### config.mk
export PLATFORM = sky130hd
export DESIGN_NAME = adc_ctrl_seq
export DESIGN_NICKNAME = d
export VERILOG_FILES = /design/src/rtl/adc_ctrl_pkg.sv /design/src/rtl/adc_ctrl_fsm.sv /design/src/rtl/adc_ctrl_dp.sv /design/src/rtl/adc_ctrl_seq.sv
export SDC_FILE = /design/constraint.sdc
export NUM_CORES = 1
export LEC_CHECK = 0
export ABC_AREA = 1
export BUFFER_PORTS_ARGS = -buffer_cell sky130_fd_sc_hd__buf_2
export CORE_ASPECT_RATIO = 0.8
export CORE_MARGIN = 5
export CORE_UTILIZATION = 49
export CTS_CLUSTER_DIAMETER = 200
export DETAILED_ROUTE_END_ITERATION = 10
export MAX_ROUTING_LAYER = met4
export PLACE_DENSITY = 0.72
export SYNTH_ARGS = -nofsm -noshare
export SYNTH_HDL_FRONTEND = slang
export SYNTH_SLANG_ARGS = --single-unit
### constraint.sdc
create_clock -name clk -period 1.65 [get_ports clk]
set_clock_uncertainty 0.15 [all_clocks]
set_input_delay 0.2475 -clock clk [delete_from_list [all_inputs] [get_ports clk]]
set_output_delay 0.2475 -clock clk [all_outputs]
set_load 0.03 [all_outputs]
### src/rtl/adc_ctrl_pkg.sv
package adc_ctrl_pkg;
  typedef struct packed {
    logic start;
    logic step;
    logic last;
  } seqStrobe_t;

  typedef enum logic [1:0] {
    PIN_PORT  = 2'b00,
    PIN_TIMER = 2'b01,
    PIN_REF   = 2'b10
  } pinOwner_e;

  localparam int REG_W = 8;
endpackage

### src/rtl/adc_ctrl_fsm.sv
module adc_ctrl_fsm
  import adc_ctrl_pkg::*;
#(
  parameter int DIV_SEL0 = 16,
  parameter int DIV_SEL1 = 4,
  parameter int DIV_SEL2 = 64,
  parameter int STEPS    = 10
) (
  input  logic             clk,
  input  logic             rstN,
  input  logic             regWrEn,
  input  logic [REG_W-1:0] regWrData,
  output logic [REG_W-1:0] regRdData,
  input  logic             rcTick,
  input  logic             timerSrcSel,
  output seqStrobe_t       strobe,
  output logic             convClkEn,
  output logic             ladderPowerOn,
  output logic             refFromPin,
  output logic [1:0]       pinOwner
);
  localparam int DIV_MAX01 = (DIV_SEL0 > DIV_SEL1) ? DIV_SEL0 : DIV_SEL1;
  localparam int DIV_MAX   = (DIV_MAX01 > DIV_SEL2) ? DIV_MAX01 : DIV_SEL2;
  localparam int CNT_W     = (DIV_MAX > 2) ? $clog2(DIV_MAX) : 1;
  localparam int STEP_W    = (STEPS > 2) ? $clog2(STEPS) : 1;

  logic             vrefSel;
  logic [1:0]       ckrSel;
  logic [1:0]       ckrHeld;
  logic             runFlag;
  logic             pdEn;
  logic [1:0]       chanReg;
  logic [CNT_W-1:0] preCnt;
  logic [CNT_W-1:0] divLim;
  logic [STEP_W-1:0] stepLeft;
  logic             startReq;
  logic             tickRaw;
  logic             tick;
  logic             lastStep;
  logic             unusedWrBit;

  assign unusedWrBit = regWrData[2];

  assign startReq = regWrEn && regWrData[4] && regWrData[3] && !runFlag;

  always_comb begin
    case (ckrHeld)
      2'b01:   divLim = CNT_W'(DIV_SEL1 - 1);
      2'b10:   divLim = CNT_W'(DIV_SEL2 - 1);
      default: divLim = CNT_W'(DIV_SEL0 - 1);
    endcase
  end

  assign tickRaw  = (ckrHeld == 2'b11) ? rcTick : (preCnt == divLim);
  assign tick     = runFlag && tickRaw;
  assign lastStep = tick && (stepLeft == '0);

  always_ff @(posedge clk or negedge rstN) begin
    if (!rstN) begin
      vrefSel  <= 1'b0;
      ckrSel   <= 2'b00;
      ckrHeld  <= 2'b00;
      runFlag  <= 1'b0;
      pdEn     <= 1'b0;
      chanReg  <= 2'b00;
      preCnt   <= '0;
      stepLeft <= '0;
    end else begin
      if (regWrEn) begin
        vrefSel <= regWrData[7];
        ckrSel  <= regWrData[6:5];
        pdEn    <= regWrData[3];
        chanReg <= regWrData[1:0];
      end
      if (startReq) begin
        runFlag  <= 1'b1;
        ckrHeld  <= regWrData[6:5];
        preCnt   <= '0;
        stepLeft <= STEP_W'(STEPS - 1);
      end else if (runFlag) begin
        if (ckrHeld != 2'b11) begin
          preCnt <= (preCnt == divLim) ? '0 : preCnt + 1'b1;
        end
        if (tick) begin
          stepLeft <= stepLeft - 1'b1;
        end
        if (lastStep) begin
          runFlag <= 1'b0;
        end
      end
    end
  end

  assign strobe.start = startReq;
  assign strobe.step  = tick;
  assign strobe.last  = lastStep;
  assign convClkEn    = tick;
  assign ladderPowerOn = pdEn;
  assign regRdData    = {vrefSel, ckrSel, runFlag, pdEn, 1'b0, chanReg};

  always_comb begin
    if (vrefSel && !timerSrcSel) begin
      pinOwner = PIN_REF;
    end else if (timerSrcSel) begin
      pinOwner = PIN_TIMER;
    end else begin
      pinOwner = PIN_PORT;
    end
  end
  assign refFromPin = (pinOwner == PIN_REF);

  assert_start_needs_power_R3: assert property (@(posedge clk) disable iff (!rstN)
    $rose(runFlag) |-> pdEn);

  assert_run_not_cleared_R4: assert property (@(posedge clk) disable iff (!rstN)
    (runFlag && !lastStep) |=> runFlag);

  assert_ckr_frozen_R8: assert property (@(posedge clk) disable iff (!rstN)
    (runFlag && $past(runFlag)) |-> $stable(ckrHeld));
endmodule

### src/rtl/adc_ctrl_dp.sv
module adc_ctrl_dp
  import adc_ctrl_pkg::*;
#(
  parameter int RES_W  = 10,
  parameter int CHAN_W = 2
) (
  input  logic              clk,
  input  logic              rstN,
  input  seqStrobe_t        strobe,
  input  logic              cmpIn,
  input  logic [CHAN_W-1:0] chanIn,
  output logic [RES_W-1:0]  sarCode,
  output logic [RES_W-1:0]  result,
  output logic              donePulse,
  output logic [CHAN_W-1:0] chanHeld
);
  localparam logic [RES_W-1:0] TOP_BIT = {1'b1, {(RES_W-1){1'b0}}};

  logic [RES_W-1:0] trialMask;
  logic [RES_W-1:0] sarReg;
  logic [RES_W-1:0] resolved;
  logic             busy;

  assign resolved = cmpIn ? sarReg : (sarReg & ~trialMask);

  always_ff @(posedge clk or negedge rstN) begin
    if (!rstN) begin
      trialMask <= '0;
      sarReg    <= '0;
      result    <= '0;
      donePulse <= 1'b0;
      chanHeld  <= '0;
      busy      <= 1'b0;
    end else begin
      donePulse <= 1'b0;
      if (strobe.start) begin
        trialMask <= TOP_BIT;
        sarReg    <= TOP_BIT;
        chanHeld  <= chanIn;
        busy      <= 1'b1;
      end else if (strobe.step) begin
        if (strobe.last) begin
          sarReg    <= resolved;
          result    <= resolved;
          donePulse <= 1'b1;
          busy      <= 1'b0;
        end else begin
          trialMask <= trialMask >> 1;
          sarReg    <= resolved | (trialMask >> 1);
        end
      end
    end
  end

  assign sarCode = sarReg;

  assert_chan_held_R7: assert property (@(posedge clk) disable iff (!rstN)
    (busy && $past(busy)) |-> $stable(chanHeld));

  assert_done_single_R5: assert property (@(posedge clk) disable iff (!rstN)
    donePulse |=> !donePulse);

  assert_result_on_done_R6: assert property (@(posedge clk) disable iff (!rstN)
    !donePulse |-> $stable(result));
endmodule

### src/rtl/adc_ctrl_seq.sv
module adc_ctrl_seq
  import adc_ctrl_pkg::*;
#(
  parameter int RES_W    = 10,
  parameter int DIV_SEL0 = 16,
  parameter int DIV_SEL1 = 4,
  parameter int DIV_SEL2 = 64
) (
  input  logic             clk,
  input  logic             rstN,
  input  logic             regWrEn,
  input  logic [7:0]       regWrData,
  output logic [7:0]       regRdData,
  input  logic             rcTick,
  input  logic             timerSrcSel,
  input  logic             cmpIn,
  output logic [RES_W-1:0] sarCode,
  output logic [1:0]       chanSel,
  output logic             convClkEn,
  output logic             ladderPowerOn,
  output logic             refFromPin,
  output logic [1:0]       pinOwner,
  output logic [RES_W-1:0] result,
  output logic             donePulse
);
  seqStrobe_t strobe;

  adc_ctrl_fsm #(
    .DIV_SEL0(DIV_SEL0),
    .DIV_SEL1(DIV_SEL1),
    .DIV_SEL2(DIV_SEL2),
    .STEPS   (RES_W)
  ) ctrl_i (
    .clk          (clk),
    .rstN         (rstN),
    .regWrEn      (regWrEn),
    .regWrData    (regWrData),
    .regRdData    (regRdData),
    .rcTick       (rcTick),
    .timerSrcSel  (timerSrcSel),
    .strobe       (strobe),
    .convClkEn    (convClkEn),
    .ladderPowerOn(ladderPowerOn),
    .refFromPin   (refFromPin),
    .pinOwner     (pinOwner)
  );

  adc_ctrl_dp #(
    .RES_W (RES_W),
    .CHAN_W(2)
  ) dp_i (
    .clk      (clk),
    .rstN     (rstN),
    .strobe   (strobe),
    .cmpIn    (cmpIn),
    .chanIn   (regWrData[1:0]),
    .sarCode  (sarCode),
    .result   (result),
    .donePulse(donePulse),
    .chanHeld (chanSel)
  );
endmodule

==> reports/qor.txt, run 1 <==
Req. time, crit path: 1250 ps
Total global-route track usage: 18.9%
Top cells by area, synth: dfrtp_1 (54%), nand2_1 (13%), nand3_1 (5.2%)
Vias post-DR: 2069
Detail Route Antenna Nets: 0
H-tree levels: 2
Internal cell power: 3.09 mW
Max Freq: 0.542 GHz
Final WL: 5860 um
Max_cap viols: 0
Syn_area_per_cell: 9.04 um2
Cell Chain, Critical Path: buf_6 -> nand2_1 -> nand2_1 -> nand3_2 -> o21bai_4 -> nand2_4 -> inv_2 -> buf_6
Sw frac: 41.9%
Synth area leader: dfrtp_1
Largest net degree at the start of global routing: 53
Die Footprint: 6460 um2
Worst Setup Slack, final: -193 ps
Core area: 4680 um2
Kind of end point of the critical path: output pin
Port bufs: 47
Synthesis-stage register bit count: 52
PD cells: 1680 nW/um2
Mapped Area: 2420 um2
Worst-path clk slew: 90 ps
Critical Path Max Stage Delay: 400 ps
Switch Pwr: 2.23 mW
Synth cell count leaders: nand2_1 (87), dfrtp_1 (52), nand3_1 (25)
Sequential power share: 35.2%
Syn_nets: 285
CP arrival: 1450 ps
Logic pwr share: 50.5%
Die Y: 72.9 um
Setup Viol. Count Final: 35
Clock sink count: 52
Most frequent cell after synthesis: nand2_1
Final Cycle Share: 112%
Final Max Tran Viols: 0
Top FF cell, synth: dfrtp_1
Worst Hold Class: in -> reg
Hpwl dp: 3810 um
Yosys cell types: 27
Setup TNS: -2770 ps
Design Power: 5.32 mW
Status: finished, violations left
Pre-CTS setup slack: -81.6 ps
Clock share of power: 14.3%
Share of post-route cells with drive strength above 1: 35.4%
Multi-input gate area: 1030 um2
Initial Util: 51.8%
Crit Path Class: reg -> out
RSZ-0062 raised after global routing: true
Sequential fraction of the synthesis area: 53.7%
Kind of cell adding the most delay to the critical path: flip-flops
Slowest CP cell: dfrtp_1
TritonRoute pass-1 iters: 4
Lkg Pwr: 1.74 nW
Crit Path Max Fanout: 2
Register area: 1300 um2
Startpoint Class: flip-flop
Clk root buf: clkbuf_8
Total gr overflow: 0
Clk_lat worst skew: 300 ps
Clk buf depth: 2
Area growth syn-to-layout: 30.3%
DRC errors left: 0
Post-layout util: 67.5%
Drt via density: 5.11
Failing checks: negative setup slack
Yosys warns: 0
Yosys top cell area share: 53.7%
# fillers: 364
Asr flop ratio synth: 100%
Crit path time final: 1840 ps
Number of antenna violations at the first check in global routing: 0
Top-Level Pins: 50
GP Congestion: 0.784
Initial drt markers: 196
First-pass GRT wire length: 9200 um
Vias in the first global route: 1963
Final #Nets: 362
Maximum vdd drop: 0.808 mV
CTS tree: built
Crit path buffers/inverters: 3
Diode count: 0
Die width: 88.6 um
Floorplan row count: 22
EDFF count, synth: 0
CTS buffer count: 5
Wire per inst: 14.5 um
Post-Synthesis Cells: 268
Fin. Hold Viols: 0
[cell type report]
| type | instances | area share [%] |
|---|---|---|
| Sequential cell | 52 | 41.2 |
| Multi-Input combinational cell | 181 | 32.7 |
| Timing Repair Buffer | 84 | 18.0 |
| Clock buffer | 7 | 3.05 |
| Inverter | 21 | 2.66 |
| Tap cell | 60 | 2.38 |
[per-stage QoR]
stage	hold WS [ps]	cell area, um2	cells
after floorplan	-198	2420	268
after global placement	110	2780	381
after detailed placement	111	2780	381
after CTS	3.49	3050	404
after global routing	5.73	3160	405
final	12.0	3160	405
[timing repair]
item,4_1_cts,5_1_grt
gates resized for setup,18,24
hold buffers,1,0
cloned,1,0
hold endpoints to repair,52,0
buffers inserted,16,3
endpoints found under the setup margin,34,45
pin swaps,5,7
[power groups by stage]
stage	Clock, mW	Sequential, mW	Combinational [mW]
2_1_floorplan	0	2.11	1.23
4_1_cts	0.777	1.85	2.45
3_5_place_dp	0	1.87	2.11
3_3_place_gp	0	1.85	2.06
6_report	0.758	1.87	2.69
5_1_grt	0.841	1.91	2.90
[tightest hold or removal path, stage by stage]
cell and delay [ps]:
buf_2 70, nand2_1 40, o21ai_0 60
[kinds of logic after synthesis]
logic type	synth area share [%]
multiplexers	1.39
AO/OA/AOI/OAI	7.69
flip-flops	53.7
buffers and inverters	8.52
XOR/XNOR	1.81
AND/OR/NAND/NOR	25.2
other	0.155
adder cells (fa/ha/maj)	1.55
[per-layer routing]
| layer | share of wire [%] | global-route usage, % | vias to the layer above |
|---|---|---|---|
| li1 | - | - | 1027 |
| met1 | 44 | 25.4 | 972 |
| met2 | 50 | 28.6 | 66 |
| met3 | 5.2 | 3.50 | 4 |
| met4 | 0.89 | 6.71 | 0 |
| met5 | 0 | - | - |
[placed cells by master, fill, tap and decap left out, types with 2 or more instances in the layout]
cell type   n
a21boi_0    9
a21oi_1     3
buf_2      46
buf_4      27
buf_6       8
clkbuf_8    7
dfrtp_1    52
ha_1        3
inv_1      16
inv_2       4
mux2_2      3
nand2_1    84
nand2_2     3
nand2_4     3
nand3_1    19
nand3_2     6
nand3_4     2
nand4_1    10
nor2_1      7
nor2_2      2
o21ai_0    10
o21ai_2     3
o22ai_2     2
xor2_1      5
[flip-flops by register name, summed over array words and instances (netlist names)]
signal                count
dp_i.result              10
dp_i.sarCode             10
dp_i.trialMask           10
ctrl_i.preCnt             6
ctrl_i.stepLeft           4
ctrl_i.chanReg            2
ctrl_i.ckrHeld            2
ctrl_i.ckrSel             2
dp_i.chanHeld             2
ctrl_i.ladderPowerOn      1
ctrl_i.runFlag            1
ctrl_i.vrefSel            1
dp_i.donePulse            1
[path summary, 6_finish.rpt]
| check | slack (ps) | end | cells after the start | start |
|---|---|---|---|---|
| max | -190 | convClkEn | 8 | ctrl_i.preCnt[3] |
| min | 10 | ctrl_i.vrefSel | 3 | regWrData[7] |
| max reg2reg | -110 | dp_i.result[2] | 10 | ctrl_i.preCnt[3] |
| min reg2reg | 330 | dp_i.chanHeld[0] | 2 | dp_i.chanHeld[0] |
| max in group asynchronous | 780 | ctrl_i.ckrHeld[0] | 3 | rstN |
| min in group asynchronous | 340 | ctrl_i.chanReg[1] | 3 | rstN |
No activity file was read; power rests on OpenSTA's default activity.
==> run 2: changes to the inputs <==
GPL_ROUTABILITY_DRIVEN = 0   (was unset)
HOLD_SLACK_MARGIN = 0.1   (was unset)
MAX_ROUTING_LAYER = unset   (was met4)
==> run 2 against run 1 <==
  * The flow still finishes with violations (negative setup slack)
  * Cell count grew 1.7%
  * First-iteration DRC count grew 5.6%
  * Worst hold slack gained 140 ps
  * Via count grew 3.2%
  * Sequential share of layout area shrank 1.2 points
  * Total power grew 1.6%
  * Largest power group unchanged
==> reports/qor.txt, run 2 (synthesis gave the netlist of run 1 again) <==
Kind of end point of the critical path: output pin
First-pass GRT wire length: 9510 um
Worst-path clk slew: 90 ps
Final Max Tran Viols: 0
CTS tree: built
RSZ-0062 raised after global routing: true
Most common cell after layout, fill and taps aside: nand2_1
Top-Level Pins: 50
Final #Nets: 369
PD cells: 1660 nW/um2
Clk buf depth: 2
Failing checks: negative setup slack
Final Cycle Share: 113%
Port bufs: 47
Crit Path Class: reg -> out
Status: finished, violations left
CTS buffer count: 5
Clock sink count: 52
DRC errors left: 0
Area growth syn-to-layout: 34.0%
Multi-input gate area: 1040 um2
Number of antenna violations at the first check in global routing: 0
Total global-route track usage: 19.1%
Clk_lat worst skew: 300 ps
Startpoint Class: flip-flop
DP Area: 2780 um2
Diode count: 0
Fin. Hold Viols: 0
Req. time, crit path: 1250 ps
Setup Viol. Count Final: 35
Die Footprint: 6460 um2
Detail Route Antenna Nets: 0
Worst Hold Class: in -> reg
Initial Util: 51.8%
Largest net degree at the start of global routing: 53
Worst Setup Slack, final: -220 ps
Initial drt markers: 207
H-tree levels: 2
Post-layout util: 69.4%
# fillers: 346
Hpwl dp: 3810 um
Drt via density: 5.18
Design Power: 5.40 mW
Register area: 1300 um2
Vias post-DR: 2136
Crit path time final: 1870 ps
CP arrival: 1470 ps
Lkg Pwr: 1.78 nW
Design area: 3250 um2
Clk root buf: clkbuf_8
Max_cap viols: 0
Total gr overflow: 0
TritonRoute pass-1 iters: 4
Max Freq: 0.535 GHz
Vias in the first global route: 2012
Maximum vdd drop: 0.840 mV
Wire per inst: 15.1 um
Floorplan row count: 22
Share of post-route cells with drive strength above 1: 34.9%
Die width: 88.6 um
Final WL: 6220 um
Die Y: 72.9 um
Commonest non-fill, non-tap cells in the layout: nand2_1 (84), dfrtp_1 (52), buf_2 (46)
Crit Path Max Fanout: 6
Core area: 4680 um2
[run 2: cell count changes in the layout (fill, tap and decap cells not counted), sizes merged]
cell / before / now
dlygate4sd3: 1 / 7
buf: 83 / 84
inv: 20 / 21
clkinv: 1 / 0
[run 2: timing repair]
item | 4_1_cts | 5_1_grt
endpoints found under the setup margin | 34 | 45
hold buffers | 7 | 0
hold endpoints to repair | 62 | 0
buffers inserted | 16 | 4
cloned | 1 | 0
pin swaps | 5 | 9
resized for setup | 18 | 26
[run 2: per-layer routing]
layer	routed length [um]	track usage (%)	part of all wire [%]	vias up
met1	2640	26.1	42	1019
met3	367	3.50	5.9	8
met2	3130	30.4	50	73
met4	78	6.71	1.3	0
met5	0	0	0	-
li1	-	-	-	1036
[run 2: worst paths after layout]
path                                 endpoint  cells after the start              start  slack (ps)
max                                 convClkEn                      6  ctrl_i.ckrHeld[1]        -220
min                          ctrl_i.ckrSel[1]                      3            regWrEn         150
max reg2reg                    dp_i.result[2]                     10  ctrl_i.ckrHeld[1]        -150
min reg2reg                    dp_i.result[6]                      2     dp_i.result[6]         330
max in group asynchronous  ctrl_i.stepLeft[0]                      3               rstN         780
min in group asynchronous   ctrl_i.ckrHeld[1]                      3               rstN         340
[run 2: area by class of cell]
type / count / area share [%]
multi-input combinational: 181 / 32.0
sequential: 52 / 40.1
timing repair buffer: 91 / 20.0
clock buffer: 7 / 2.97
tap: 60 / 2.31
inverter: 21 / 2.66
[run 2: where the power goes]
group	switching (mW)	internal (mW)	leakage, nW	total, mW
clock	0.388	0.374	0.0503	0.762
combinational	1.62	1.14	1.06	2.76
sequential	0.265	1.61	0.675	1.88
[run 2: worst max-delay path: stages (launching register included)]
cell	delay, ps
dfrtp_1	450
nand2_1	130
nor2_1	70
nor2_2	220
nand2_4	90
inv_2	80
buf_6	130
[run 2: metrics by stage]
| step | hold WS (ps) | cells | setup slack [ps] | setup TNS (ps) |
|---|---|---|---|---|
| 2_1_floorplan | -198 | 268 | 69.3 | 0 |
| 3_3_place_gp | 110 | 381 | -51.7 | -564 |
| 3_5_place_dp | 111 | 381 | -81.6 | -1090 |
| 4_1_cts | 140 | 410 | -200 | -2690 |
| 5_1_grt | 167 | 412 | -313 | -7740 |
| 6_report | 155 | 412 | -220 | -4030 |
==> run 3: changes to the inputs <==
ABC_AREA = unset   (was 1)
CORE_UTILIZATION = 48   (was 49)
==> run 3 against run 2 <==
  * The run still ends with negative setup slack left
  * Die area down 1.9%
  * Synthesized cell count shrank 18%
  * Via count down 6.5%
  * Sequential power decreased by 2%
  * Register-to-register slack got worse by 720 ps
  * Synthesized area is 4.2% lower
  * Largest power group unchanged
  * Highest routed layer unchanged
==> reports/qor.txt, run 3 <==
Initial Util: 50.2%
Diode count: 0
Mapped Area: 2320 um2
TritonRoute pass-1 iters: 4
Design area: 3320 um2
Area growth syn-to-layout: 43.2%
Hold path cells: 3
Largest net degree at the start of global routing: 53
Hpwl dp: 3770 um
Worst-path clk slew: 100 ps
Final Max Tran Viols: 0
Reg2reg end: dp_i.sarCode[1]
Clock sink count: 52
Reg-to-Reg Start: ctrl_i.preCnt[3]
Number of antenna violations at the first check in global routing: 0
Switch Pwr: 2.00 mW
Clk root buf: clkbuf_8
Slowest CP cell: or4b_4
Die Footprint: 6340 um2
Port bufs: 47
Startpoint Class: flip-flop
Hold Path End: ctrl_i.ladderPowerOn
Crit path time final: 2520 ps
Commonest non-fill, non-tap cells in the layout: dfrtp_1 (52), buf_2 (46), nand2_1 (23)
Share of post-route cells with drive strength above 1: 43.9%
Pre-CTS setup slack: -770 ps
Crit Path Max Fanout: 7
Vias in the first global route: 1904
Detail Route Antenna Nets: 0
Req. time, crit path: 1700 ps
Core area: 4620 um2
Total gr overflow: 0
Vias post-DR: 1997
Wire per inst: 16.7 um
Kind of end point of the critical path: flip-flop
DP Area: 2790 um2
First-pass GRT wire length: 9470 um
Critical Path Max Stage Delay: 560 ps
Multi-input gate area: 1060 um2
CP arrival: 2560 ps
Sequential fraction of the synthesis area: 56.0%
Clk_lat worst skew: 310 ps
Worst Hold Class: in -> reg
Lkg Pwr: 1.59 nW
Worst Setup Slack, final: -867 ps
Design Power: 5.22 mW
DRC errors left: 0
R2R cell count: 7
Sequential power share: 35.3%
Asr flop ratio synth: 100%
Yosys cell types: 34
Logic pwr share: 46.6%
Clock share of power: 18.1%
Register area: 1300 um2
PD cells: 1570 nW/um2
Final Cycle Share: 153%
Die Y: 72.2 um
Most frequent cell after synthesis: dfrtp_1
H-tree levels: 2
Hold path startpoint: regWrEn
CTS tree: built
Max Freq: 0.397 GHz
Floorplan row count: 22
# fillers: 317
Synth area leader: dfrtp_1
Cell Chain, Critical Path: or4b_4 -> o21a_1 -> o41a_1 -> buf_6 -> buf_8 -> or3_1 -> a32o_1
Top cells by area, synth: dfrtp_1 (56%), o21ai_0 (6.0%), a22o_1 (4.5%)
Placed Instances: 337
Top-Level Pins: 50
Top FF cell, synth: dfrtp_1
Fin. Hold Viols: 0
Post-layout util: 71.9%
Max_cap viols: 0
Syn_area_per_cell: 10.6 um2
Synthesis-stage register bit count: 52
Reg2Reg Setup Slack: -870 ps
EDFF count, synth: 0
Post-Synthesis Cells: 219
Finished Layout Cells: 363
Initial drt markers: 130
Failing checks: negative setup slack
Final hold slack: 217 ps
RSZ-0062 raised after global routing: true
Clk buf depth: 2
Setup Viol. Count Final: 43
Sw frac: 38.3%
Crit Path Class: reg -> reg
Yosys warns: 0
Die width: 87.8 um
Final #Nets: 319
Setup TNS: -28460 ps
Drt via density: 5.50
Yosys top cell area share: 56.0%
Status: finished, violations left
Maximum vdd drop: 0.940 mV
CTS buffer count: 5
Internal cell power: 3.22 mW
Synth cell count leaders: dfrtp_1 (52), o21ai_0 (28), nand2_1 (24)
Final WL: 6050 um
Total global-route track usage: 19.1%
Syn_nets: 236
Most common cell after layout, fill and taps aside: dfrtp_1
-- run 3: cell types whose count changed after synthesis, sizes merged, moves of 4 or more --
cell | before | now
inv | 21 | 14
a22o | 0 | 12
or3 | 0 | 9
nand2 | 90 | 24
nor2 | 10 | 6
o21ai | 13 | 34
a21boi | 9 | 0
nand3 | 27 | 2
a32o | 0 | 9
buf | 11 | 7
mux2 | 3 | 7
nand4 | 10 | 2
clkbuf | 4 | 8
-- run 3: worst max path at each step --
stage | start | end | cells after the start
3_3_place_gp | ctrl_i.preCnt[2] | dp_i.trialMask[1] | 7
6_report | ctrl_i.preCnt[3] | dp_i.sarCode[1] | 7
2_1_floorplan | ctrl_i.ckrHeld[1] | dp_i.sarCode[5] | 6
4_1_cts | ctrl_i.preCnt[3] | dp_i.sarCode[1] | 7
3_5_place_dp | ctrl_i.preCnt[2] | dp_i.trialMask[7] | 7
5_1_grt | ctrl_i.preCnt[3] | dp_i.sarCode[1] | 7
-- run 3: what timing repair did --
action	in CTS	in global routing
buffers inserted	3	7
setup endpoints to repair	43	43
gates resized for setup	35	41
hold buffers	7	0
pin swaps	8	26
hold endpoints to repair	62	0
cloned	1	2
-- run 3: logic make-up after synthesis --
| group | synth area share, % |
|---|---|
| compound gates | 19.6 |
| simple gates | 11.4 |
| flops | 56.0 |
| buf+inv | 6.20 |
| mux | 4.26 |
| fa+ha+maj | 1.62 |
| xor+xnor | 0.754 |
| other cells | 0.161 |
-- run 3: final cells by class --
cell class / count / share of cell area, %
multi-input combinational: 138 / 31.8
inverter: 15 / 2.07
timing repair buffer: 90 / 20.9
clock inverter: 1 / 0.903
sequential: 52 / 39.1
tap: 60 / 2.26
clock buffer: 7 / 2.90
-- run 3: power by group through the flow --
stage | clock, mW | sequential [mW] | combinational (mW)
after global placement | 0 | 1.82 | 1.84
after floorplan | 0 | 2.06 | 0.937
after CTS | 0.955 | 1.81 | 2.05
final | 0.943 | 1.84 | 2.43
after global routing | 1.01 | 1.89 | 2.64
after detailed placement | 0 | 1.83 | 1.88
-- run 3: critical path: cells and delay by family (launching register included) --
family,cells,cell delay [ps]
compound gates,3,710
simple gates,2,880
flops,1,400
buf+inv,2,280
-- run 3: layer usage --
metal	up-vias	share of wire [%]	GRT usage, %
met5	-	0	0
met4	0	0.98	4.60
met3	7	5.4	3.63
met2	53	50	29.3
met1	988	44	28.1
li1	949	-	-
